**src/rtl/dpa_pkg.sv**
```systemverilog
package dpa_pkg;
  localparam int NUM_PORTS  = 2;
  localparam int ADDR_W     = 2;
  localparam int PORT_IDX_W = 1;
  localparam int CTL_W      = 8;
  localparam int FLAG_BIT   = 7;
  localparam int SEL_BIT    = 2;
  localparam int EDGE_BIT   = 1;
  localparam int EN_BIT     = 0;

  typedef struct packed {
    logic wrDir;
    logic wrOut;
    logic wrCtl;
    logic rdOut;
  } portStb_t;

  typedef struct packed {
    logic                  rdOn;
    logic                  rdCtl;
    logic                  rdData;
    logic [PORT_IDX_W-1:0] rdPort;
  } rdSel_t;
endpackage

```
**src/rtl/dpa_ctrl.sv**
```systemverilog
module dpa_ctrl
  import dpa_pkg::*;
(
  input  logic                            cs,
  input  logic                            rdEn,
  input  logic                            wrEn,
  input  logic [ADDR_W-1:0]               addr,
  input  logic [NUM_PORTS-1:0]            dataSel,
  output portStb_t [NUM_PORTS-1:0]        stb,
  output rdSel_t                          rdSel
);
  logic isCtl;
  logic [PORT_IDX_W-1:0] portIdx;

  assign isCtl   = addr[0];
  assign portIdx = addr[ADDR_W-1];

  always_comb begin
    for (int p = 0; p < NUM_PORTS; p++) begin
      logic hit;
      hit = cs && (portIdx == PORT_IDX_W'(p));
      stb[p].wrDir = hit && wrEn && !isCtl && !dataSel[p];
      stb[p].wrOut = hit && wrEn && !isCtl &&  dataSel[p];
      stb[p].wrCtl = hit && wrEn &&  isCtl;
      stb[p].rdOut = hit && rdEn && !isCtl &&  dataSel[p];
    end
  end

  always_comb begin
    rdSel.rdOn   = cs && rdEn;
    rdSel.rdCtl  = isCtl;
    rdSel.rdData = dataSel[portIdx];
    rdSel.rdPort = portIdx;
  end
endmodule

```
**src/rtl/dpa_port.sv**
```systemverilog
module dpa_port
  import dpa_pkg::*;
#(
  parameter int PORT_W = 8
) (
  input  logic              clk,
  input  logic              rstN,
  input  portStb_t          stb,
  input  logic [PORT_W-1:0] wrData,
  input  logic [PORT_W-1:0] pinIn,
  input  logic              ctlLine,
  output logic [PORT_W-1:0] pinOut,
  output logic [PORT_W-1:0] pinOe,
  output logic              irqOe,
  output logic              irqLow,
  output logic [PORT_W-1:0] dirView,
  output logic [PORT_W-1:0] dataView,
  output logic [CTL_W-1:0]  ctlView
);
  logic [PORT_W-1:0] dirReg, outReg, pinMeta, pinSync;
  logic [CTL_W-2:0]  ctlReg;
  logic              flag;
  logic              lineMeta, lineSync, lineLast;
  logic              riseSeen, fallSeen, setEv, irqReq;

  assign riseSeen = lineSync & ~lineLast;
  assign fallSeen = ~lineSync & lineLast;
  assign setEv    = ctlReg[EDGE_BIT] ? riseSeen : fallSeen;

  always_ff @(posedge clk) begin
    if (!rstN) begin
      dirReg   <= '0;
      outReg   <= '0;
      ctlReg   <= '0;
      flag     <= 1'b0;
      pinMeta  <= '0;
      pinSync  <= '0;
      lineMeta <= 1'b0;
      lineSync <= 1'b0;
      lineLast <= 1'b0;
    end else begin
      pinMeta  <= pinIn;
      pinSync  <= pinMeta;
      lineMeta <= ctlLine;
      lineSync <= lineMeta;
      lineLast <= lineSync;
      if (stb.wrDir) dirReg <= wrData;
      if (stb.wrOut) outReg <= wrData;
      if (stb.wrCtl) ctlReg <= wrData[CTL_W-2:0];
      // a new event wins over a clearing read on the same edge
      flag <= setEv | (flag & ~stb.rdOut);
    end
  end

  assign irqReq   = flag & ctlReg[EN_BIT];
  assign irqOe    = irqReq;
  assign irqLow   = ~irqReq;
  assign pinOut   = outReg;
  assign pinOe    = dirReg;
  assign dirView  = dirReg;
  assign dataView = (outReg & dirReg) | (pinSync & ~dirReg);
  assign ctlView  = {flag, ctlReg};
endmodule

```
**src/rtl/dpa_datapath.sv**
```systemverilog
module dpa_datapath
  import dpa_pkg::*;
#(
  parameter int PORT_W = 8
) (
  input  logic                                clk,
  input  logic                                rstN,
  input  portStb_t [NUM_PORTS-1:0]            stb,
  input  rdSel_t                              rdSel,
  input  logic [PORT_W-1:0]                   wrData,
  input  logic [NUM_PORTS-1:0][PORT_W-1:0]    pinIn,
  input  logic [NUM_PORTS-1:0]                ctlLine,
  output logic [NUM_PORTS-1:0][PORT_W-1:0]    pinOut,
  output logic [NUM_PORTS-1:0][PORT_W-1:0]    pinOe,
  output logic [NUM_PORTS-1:0]                irqOe,
  output logic [NUM_PORTS-1:0]                irqLow,
  output logic [NUM_PORTS-1:0][CTL_W-1:0]     ctlView,
  output logic [PORT_W-1:0]                   rdData
);
  logic [NUM_PORTS-1:0][PORT_W-1:0] dirView, dataView;

  for (genvar p = 0; p < NUM_PORTS; p++) begin : gPort
    dpa_port #(.PORT_W(PORT_W)) u_port (
      .clk     (clk),
      .rstN    (rstN),
      .stb     (stb[p]),
      .wrData  (wrData),
      .pinIn   (pinIn[p]),
      .ctlLine (ctlLine[p]),
      .pinOut  (pinOut[p]),
      .pinOe   (pinOe[p]),
      .irqOe   (irqOe[p]),
      .irqLow  (irqLow[p]),
      .dirView (dirView[p]),
      .dataView(dataView[p]),
      .ctlView (ctlView[p])
    );
  end

  always_comb begin
    rdData = '0;
    if (rdSel.rdOn) begin
      if (rdSel.rdCtl)       rdData = PORT_W'(ctlView[rdSel.rdPort]);
      else if (rdSel.rdData) rdData = dataView[rdSel.rdPort];
      else                   rdData = dirView[rdSel.rdPort];
    end
  end
endmodule

```
**src/rtl/dual_pport_adapter.sv**
```systemverilog
module dual_pport_adapter
  import dpa_pkg::*;
#(
  parameter int PORT_W = 8
) (
  input  logic              clk,
  input  logic              rstN,
  input  logic              cs,
  input  logic              rdEn,
  input  logic              wrEn,
  input  logic [1:0]        addr,
  input  logic [PORT_W-1:0] wrData,
  output logic [PORT_W-1:0] rdData,
  input  logic [PORT_W-1:0] portAIn,
  output logic [PORT_W-1:0] portAOut,
  output logic [PORT_W-1:0] portAOe,
  input  logic              ctlLineA,
  output logic              irqALow,
  output logic              irqAOe,
  input  logic [PORT_W-1:0] portBIn,
  output logic [PORT_W-1:0] portBOut,
  output logic [PORT_W-1:0] portBOe,
  input  logic              ctlLineB,
  output logic              irqBLow,
  output logic              irqBOe
);
  portStb_t [NUM_PORTS-1:0]             stb;
  rdSel_t                               rdSel;
  logic [NUM_PORTS-1:0]                 dataSel;
  logic [NUM_PORTS-1:0][CTL_W-1:0]      ctlView;
  logic [NUM_PORTS-1:0][PORT_W-1:0]     pinInArr, pinOutArr, pinOeArr;
  logic [NUM_PORTS-1:0]                 irqOeArr, irqLowArr;

  always_comb begin
    for (int p = 0; p < NUM_PORTS; p++) dataSel[p] = ctlView[p][SEL_BIT];
  end

  assign pinInArr = {portBIn, portAIn};

  dpa_ctrl u_ctrl (
    .cs     (cs),
    .rdEn   (rdEn),
    .wrEn   (wrEn),
    .addr   (addr),
    .dataSel(dataSel),
    .stb    (stb),
    .rdSel  (rdSel)
  );

  dpa_datapath #(.PORT_W(PORT_W)) u_dp (
    .clk    (clk),
    .rstN   (rstN),
    .stb    (stb),
    .rdSel  (rdSel),
    .wrData (wrData),
    .pinIn  (pinInArr),
    .ctlLine({ctlLineB, ctlLineA}),
    .pinOut (pinOutArr),
    .pinOe  (pinOeArr),
    .irqOe  (irqOeArr),
    .irqLow (irqLowArr),
    .ctlView(ctlView),
    .rdData (rdData)
  );

  assign portAOut = pinOutArr[0];
  assign portBOut = pinOutArr[1];
  assign portAOe  = pinOeArr[0];
  assign portBOe  = pinOeArr[1];
  assign irqAOe   = irqOeArr[0];
  assign irqBOe   = irqOeArr[1];
  assign irqALow  = irqLowArr[0];
  assign irqBLow  = irqLowArr[1];
endmodule

```
**config.mk**
```make
export PLATFORM = sky130hd
export DESIGN_NAME = dual_pport_adapter
export DESIGN_NICKNAME = d
export VERILOG_FILES = /design/src/rtl/dpa_pkg.sv /design/src/rtl/dpa_ctrl.sv /design/src/rtl/dpa_port.sv /design/src/rtl/dpa_datapath.sv /design/src/rtl/dual_pport_adapter.sv
export SDC_FILE = /design/constraint.sdc
export NUM_CORES = 1
export LEC_CHECK = 0
export ABC_AREA = 1
export BUFFER_PORTS_ARGS = -buffer_cell sky130_fd_sc_hd__buf_2
export CAP_MARGIN = 20
export CORE_MARGIN = 5
export CORE_UTILIZATION = 42
export CTS_CLUSTER_DIAMETER = 100
export DETAILED_ROUTE_END_ITERATION = 8
export GPL_TIMING_DRIVEN = 0
export PLACE_DENSITY_LB_ADDON = 0.15
export SLEW_MARGIN = 40
export SYNTH_ARGS = -nofsm -noshare
export SYNTH_HDL_FRONTEND = slang
export SYNTH_HIERARCHICAL = 1
export SYNTH_SLANG_ARGS = --single-unit
```
**constraint.sdc**
```tcl
create_clock -name clk -period 2.8 [get_ports clk]
set_clock_uncertainty 0.2 [all_clocks]
set_input_delay 0 -clock clk [delete_from_list [all_inputs] [get_ports clk]]
set_output_delay 0 -clock clk [all_outputs]
set_load 0.02 [all_outputs]
```
==> results of run 1 <==
[worst max-delay path, cell delays in order]
cell           delay, ns
dlygate4sd3_1       0.54
buf_2               0.14
inv_1               0.13
nand2_1             0.10
nor2_1              0.61
inv_2               0.21
nor2_1              0.14
nor2_1              0.05
dlygate4sd3_1       0.55
[cell families after synthesis]
kind of cell | synth area share
and+or+nand+nor | 0.248
muxes | 0.0475
DFF | 0.454
AOI/OAI and AO/OA | 0.0858
buffers and inverters | 0.164
[sequential cells by signal, indices dropped and copies added, names as in the netlist]
name,count
u_dp/gPort.u_port/lineLast,2
u_dp/gPort.u_port/lineSync,2
u_dp/gPort.u_port/pinOut,16
u_dp/gPort.u_port/flag,2
u_dp/gPort.u_port/pinSync,16
u_dp/gPort.u_port/lineMeta,2
u_dp/gPort.u_port/ctlReg,14
u_dp/gPort.u_port/pinMeta,16
u_dp/gPort.u_port/dirView,16
[power by group through the flow]
stage / clock (mW) / sequential, mW / combinational, mW
floorplan: 0 / 1.31 / 0.160
global placement: 0 / 1.32 / 0.241
detailed placement: 0 / 1.32 / 0.245
CTS: 0.946 / 1.29 / 0.282
global route: 1.00 / 1.29 / 0.316
finish: 0.922 / 1.29 / 0.282
[stage by stage]
stage	power (mW)	hold WS [ns]	cell area [µm²]
after floorplan	1.47	-0.107	3790
after global placement	1.56	-0.0209	4310
after detailed placement	1.56	-0.0163	4310
after CTS	2.52	0.138	4850
after global routing	2.61	0.170	4850
final	2.49	0.162	4850
[worst max path at each step]
stage                     slack, ns  cells after the start                        endpoint
after floorplan                1.15                     10                       rdData[5]
after global placement         0.95                     11                       rdData[4]
after detailed placement       0.92                      5  u_dp/gPort[1].u_port/pinOut[0]
after CTS                      0.39                      9  u_dp/gPort[1].u_port/pinOut[7]
after global routing           0.25                      9  u_dp/gPort[1].u_port/pinOut[7]
final                          0.36                      9  u_dp/gPort[1].u_port/pinOut[7]
[cell usage in the layout (no fill, tap or decap), types with 7 or more instances in the layout]
| cell | netlist | layout |
|---|---|---|
| buf_2 | 9 | 85 |
| inv_1 | 74 | 74 |
| o21ai_1 | 48 | 48 |
| dfxtp_1 | 86 | 86 |
| nor2_1 | 112 | 112 |
| buf_4 | 23 | 23 |
| inv_2 | 21 | 21 |
| mux2_2 | 16 | 16 |
| a21oi_1 | 10 | 10 |
| clkbuf_8 | 0 | 9 |
| nand2_2 | 8 | 8 |
| o21ai_0 | 7 | 7 |
| nand2_1 | 91 | 91 |
| nand3_1 | 26 | 26 |
| dlygate4sd3_1 | 0 | 34 |
[cell type report]
cell class,instances,area share
Inverter,97,0.0758
Clock buffer,11,0.0271
Clock inverter,4,0.0150
Tap cell,108,0.0278
Timing Repair Buffer,110,0.149
Multi-Input combinational cell,318,0.298
Sequential cell,86,0.355
Buffer,35,0.0526
[Yosys cell counts (all sizes together)]
cell	count	area, µm²
mux2	16	180
a21oi	10	50.1
inv	96	363
o21ai	55	275
buf	35	255
nand2	99	392
nor2	112	420
dfxtp	86	1720
clkinv	1	5.00
nand3	26	130
[what timing repair did]
action                                 in CTS  in global routing
gates resized for setup                     0                  0
endpoints found under the hold margin      66                  0
hold buffers                               34                  0
[per-layer routing]
metal	global-route usage	wire [µm]
met3	0.0432	596
met4	0.0411	76
met2	0.297	4520
met5	0	0
met1	0.247	4710
==> summary.md, run 1 <==
| Metric | Value |
|---|---|
| Run status | `completed` |
| Clk root buf | `clkbuf_8` |
| Post-CTS setup buffer count | `0` |
| Worst-skew pair later-pin latency | `around 0.34 ns` |
| RePlAce Congestion | `0.846` |
| Post-route clock period utilization | `0.870` |
| Clock power share | `0.370` |
| Reg2reg end | `u_dp/gPort[1].u_port/pinOut[7]` |
| Peak Freq | `roughly 0.41 GHz` |
| Diode count | `0` |
| DRC errors left | `0` |
| MaxCap Viol Count | `0` |
| Slack of the critical path | `0.363 ns` |
| Least-Margin Pin Slew | `a little under 0.8 ns` |
| Antenna Nets Post-Route | `0` |
| Die area | `11000 µm²` |
| RSZ-0062 raised after global routing | `no` |
| Worst-path clk slew | `0.09 ns` |
| Post-layout util | `0.554` |
| First-pass GRT wire length | `16.5 mm` |
| Via count | `around 3500` |
| Combinational Power Share | `0.113` |
| Lkg Pwr | `2.65 nW` |
| Die height | `about 110 µm` |
| Int Power | `between 1.5 and 2 mW` |
| Setup violations, final | `0` |
| R2r startpoint | `u_dp/gPort[1].u_port/ctlReg[2]` |
| CP Data Arrival Time | `2.47 ns` |
| PD cells | `513 nW/µm²` |
| Fin cells | `769` |
| Cells after DPL | `720` |
| Slew HR | `0.472` |
| Classification of the worst setup path | `primary input to register` |
| Hold path depth | `4` |
| Footprint of the multi-input gates | `between 1000 and 1500 µm²` |
| Area delta synth->final | `27.9%` |
| Worst R2R Path Depth | `6` |
| Count of different cell masters after synthesis | `17` |
| Total track usage | `0.183` |
| Post-Syn Nets | `569` |
| Synth Register Bits | `86` |
| WL per Instance | `~13 µm` |
| Syn Area/Cell | `7.08 µm²` |
| Vias in the first global route | `3333` |
| Vias per inst | `around 4.5` |
| CTS tree | `done` |
| Net Switching | `601 µW` |
| Die Width | `105 µm` |
| Seq pwr share | `0.517` |
| Ports | `77` |
| First drt pass iteration count | `4` |
| CP max FO | `9` |
| Sw Share | `0.241` |
| DRT iter0 DRCs | `221` |
| Min-Delay Path Class | `primary input to register` |
| Dpl ws | `0.918 ns` |
| Filler cells | `865` |
| Register area | `between 1500 and 2000 µm²` |
| Start point of the critical path | `addr[0]` |
| Starting density of the core | `0.433` |
| VDD IR max | `approximately 0.23 mV` |
| # rows | `34` |
| Hpwl dp | `just over 7 mm` |
| GR Overflow Total | `0` |
| Layout cells sized above 1 | `0.259` |
| Final hold vios | `0` |
| Core area | `just under 9000 µm²` |
| Initial antenna violation count | `0` |
| Yosys Warn Count | `6` |
| Seq/Total Area, Yosys | `0.454` |
| CP Launch Type | `primary input` |
| Synthesized instance count | `536` |
| Hold Startpoint | `portBIn[4]` |
| Crit path required time | `approximately 2.8 ns` |
| Critical Path Sink Type | `register` |
| Nets@finish | `690` |
| # clock sinks | `86` |
| Pin count of the biggest net entering global routing | `15` |
| Num CTS Buffers | `9` |
| R2R Setup Slk | `roughly 0.41 ns` |
| WHS Endpoint | `u_dp/gPort[1].u_port/pinMeta[4]` |
| CTS max path bufs | `2` |
| Setup TNS | `0 ns` |
| Post-Syn Area | `3790 µm²` |
| Post-layout min period | `around 2.4 ns` |
| IO Port Bufs | `76` |
| Routed WL | `9.91 mm` |
| Level count of the clock H-tree | `3` |
| Number of max-slew violations in the final report | `0` |
No activity file was read; power rests on OpenSTA's default activity.
==> run 2: changes to the inputs <==
CELL_PAD_IN_SITES_DETAIL_PLACEMENT = 0   (was not set)
CELL_PAD_IN_SITES_GLOBAL_PLACEMENT = 1   (was not set)
PLACE_DENSITY = 0.86   (was not set)
PLACE_DENSITY_LB_ADDON = not set   (was 0.15)
==> summary.md, run 2 (same netlist as run 1, synthesis figures left out) <==
| Metric | Value |
|---|---|
| CP Data Arrival Time | `2.02 ns (-0.45 ns)` |
| Least-Margin Pin Slew | `0.760 ns (-0.0295 ns)` |
| Area delta synth->final | `27.0%` |
| Critical Path Sink Type | `output port` |
| Classification of the worst setup path | `register to output port` |
| Diode count | `0 (unchanged)` |
| Finished Cell Area | `4820 µm² (-0.75%)` |
| GR Overflow Total | `0 (unchanged)` |
| Worst-skew pair later-pin latency | `0.35 ns (about the same)` |
| Hpwl dp | `7.14 mm (-0.20%)` |
| Run status | `completed` |
| First-pass GRT wire length | `16.8 mm (+1.7%)` |
| Slew HR | `0.491 (+0.0197)` |
| Min Hold Slack | `0.154 ns (-0.00852 ns)` |
| Layout cells sized above 1 | `0.260 (+0.00151)` |
| Routed WL | `9.69 mm (-2.1%)` |
| Peak Freq | `0.450 GHz (+9.8%)` |
| RSZ-0062 raised after global routing | `no` |
| Final hold vios | `0 (unchanged)` |
| Dpl ws | `0.925 ns (+0.00695 ns)` |
| Most frequent cells in the layout | `112 x nor2_1, 91 x nand2_1, 86 x dfxtp_1` |
| DP Area | `4310 µm² (unchanged)` |
| CTS tree | `done` |
| Num CTS Buffers | `9 (unchanged)` |
| Core area | `8760 µm² (unchanged)` |
| Min-Delay Path Class | `primary input to register` |
| Die area | `11000 µm² (unchanged)` |
| Worst-path clk slew | `0.09 ns (about the same)` |
| Slack of the critical path | `0.580 ns (+0.217 ns)` |
| # clock sinks | `86 (unchanged)` |
| Total design power | `2.35 mW (-5.7%)` |
| Post-route clock period utilization | `0.793 (-0.0774)` |
| WL per Instance | `12.6 µm (-2.1%)` |
| Die height | `105 µm (unchanged)` |
| First drt pass iteration count | `4 (unchanged)` |
| Setup TNS | `0 ns (unchanged)` |
| Crit path required time | `2.60 ns (-0.23 ns)` |
| Post-CTS setup buffer count | `0 (unchanged)` |
| Cells after DPL | `720 (unchanged)` |
| CTS max path bufs | `2 (unchanged)` |
| MaxCap Viol Count | `0 (unchanged)` |
| CP Launch Type | `register` |
| Number of max-slew violations in the final report | `0 (unchanged)` |
| Worst path max stage delay | `0.39 ns (-0.22 ns)` |
| Starting density of the core | `0.433 (unchanged)` |
| Antenna Nets Post-Route | `0 (unchanged)` |
| Cell-by-cell trace of the critical path | `inv_1, o21ai_0, buf_6, inv_4, buf_8, nand2_1, nand3_1, nand2_1, nand2_1, a21oi_1, buf_2` |
| Top delay family on crit path | `buffers and inverters` |
| Post-layout util | `0.550 (-0.00414)` |
| CP max FO | `10 (+1)` |
| Fin cells | `769 (unchanged)` |
| Lkg Pwr | `2.63 nW (-0.94%)` |
| Setup violations, final | `0 (unchanged)` |
| Via count | `3490 (+0.37%)` |
| Vias in the first global route | `3485 (+4.6%)` |
| CP max stage cell | `dfxtp_1` |
| # rows | `34 (unchanged)` |
| Nets@finish | `689 (-0.14%)` |
| Level count of the clock H-tree | `3 (unchanged)` |
| Total track usage | `0.185 (+0.00208)` |
| PD cells | `488 nW/µm² (-5.0%)` |
| DRC errors left | `0 (unchanged)` |
| Initial antenna violation count | `0 (unchanged)` |
| Post-layout min period | `2.22 ns (-0.217 ns)` |
| Commonest non-fill, non-tap cell in the layout | `nor2_1` |
| Clk root buf | `clkbuf_8` |
| Pin count of the biggest net entering global routing | `15 (unchanged)` |
| Most used cell, CP | `nand2_1` |
| Die Width | `105 µm (unchanged)` |
| IO Port Bufs | `76 (unchanged)` |
| RePlAce Congestion | `0.873 (+3.2%)` |
| Ports | `77 (unchanged)` |
| VDD IR max | `0.213 mV (-9.3%)` |
| DRT iter0 DRCs | `131 (-41%)` |
| Worst path buffer plus inverter count | `5 (unchanged)` |
| Filler cells | `857 (-0.92%)` |
| Vias per inst | `4.54 (+0.37%)` |
==> run 2: final timing paths <==
| check | from | to | slack [ns] | cells past startpoint |
|---|---|---|---|---|
| setup / recovery | u_dp/gPort[0].u_port/ctlReg[2] | rdData[5] | 0.58 | 11 |
| hold / removal | portAIn[6] | u_dp/gPort[0].u_port/pinMeta[6] | 0.15 | 4 |
| setup reg to reg | u_dp/gPort[1].u_port/ctlReg[2] | u_dp/gPort[1].u_port/dirView[4] | 0.93 | 6 |
| hold reg to reg | u_dp/gPort[1].u_port/pinMeta[1] | u_dp/gPort[1].u_port/pinSync[1] | 0.21 | 2 |
==> run 2: final cells by class <==
type	instances	area [µm²]	share of cell area
flip-flops and latches	86	1720	0.357
multi-input cells	318	1450	0.301
repair buffers	109	711	0.148
inverters	97	368	0.0764
plain buffers	35	255	0.0530
clock buffers	12	145	0.0301
well taps	108	135	0.0281
clock inverters	4	32.5	0.00675
==> run 2: worst min-delay path, stage by stage <==
cell and delay [ns]:
dlygate4sd3_1 0.51, buf_2 0.09, nand2_1 0.04, inv_1 0.04
==> run 2: report_power, final <==
part           switching, mW  internal, mW
clock network          0.431         0.350
logic                  0.152         0.127
registers             0.0234          1.26
==> run 2: timing repair <==
action,4_1_cts,5_1_grt
hold buffers,33,0
hold endpoints to repair,66,0
resized for setup,0,0
==> run 2: metal layers <==
metal | GRT usage | routed length, µm | vias to the layer above
met5 | 0 | 0 | -
met4 | 0.0658 | 103 | 0
met3 | 0.0425 | 613 | 8
met2 | 0.305 | 4430 | 93
met1 | 0.236 | 4550 | 1550
li1 | - | - | 1839
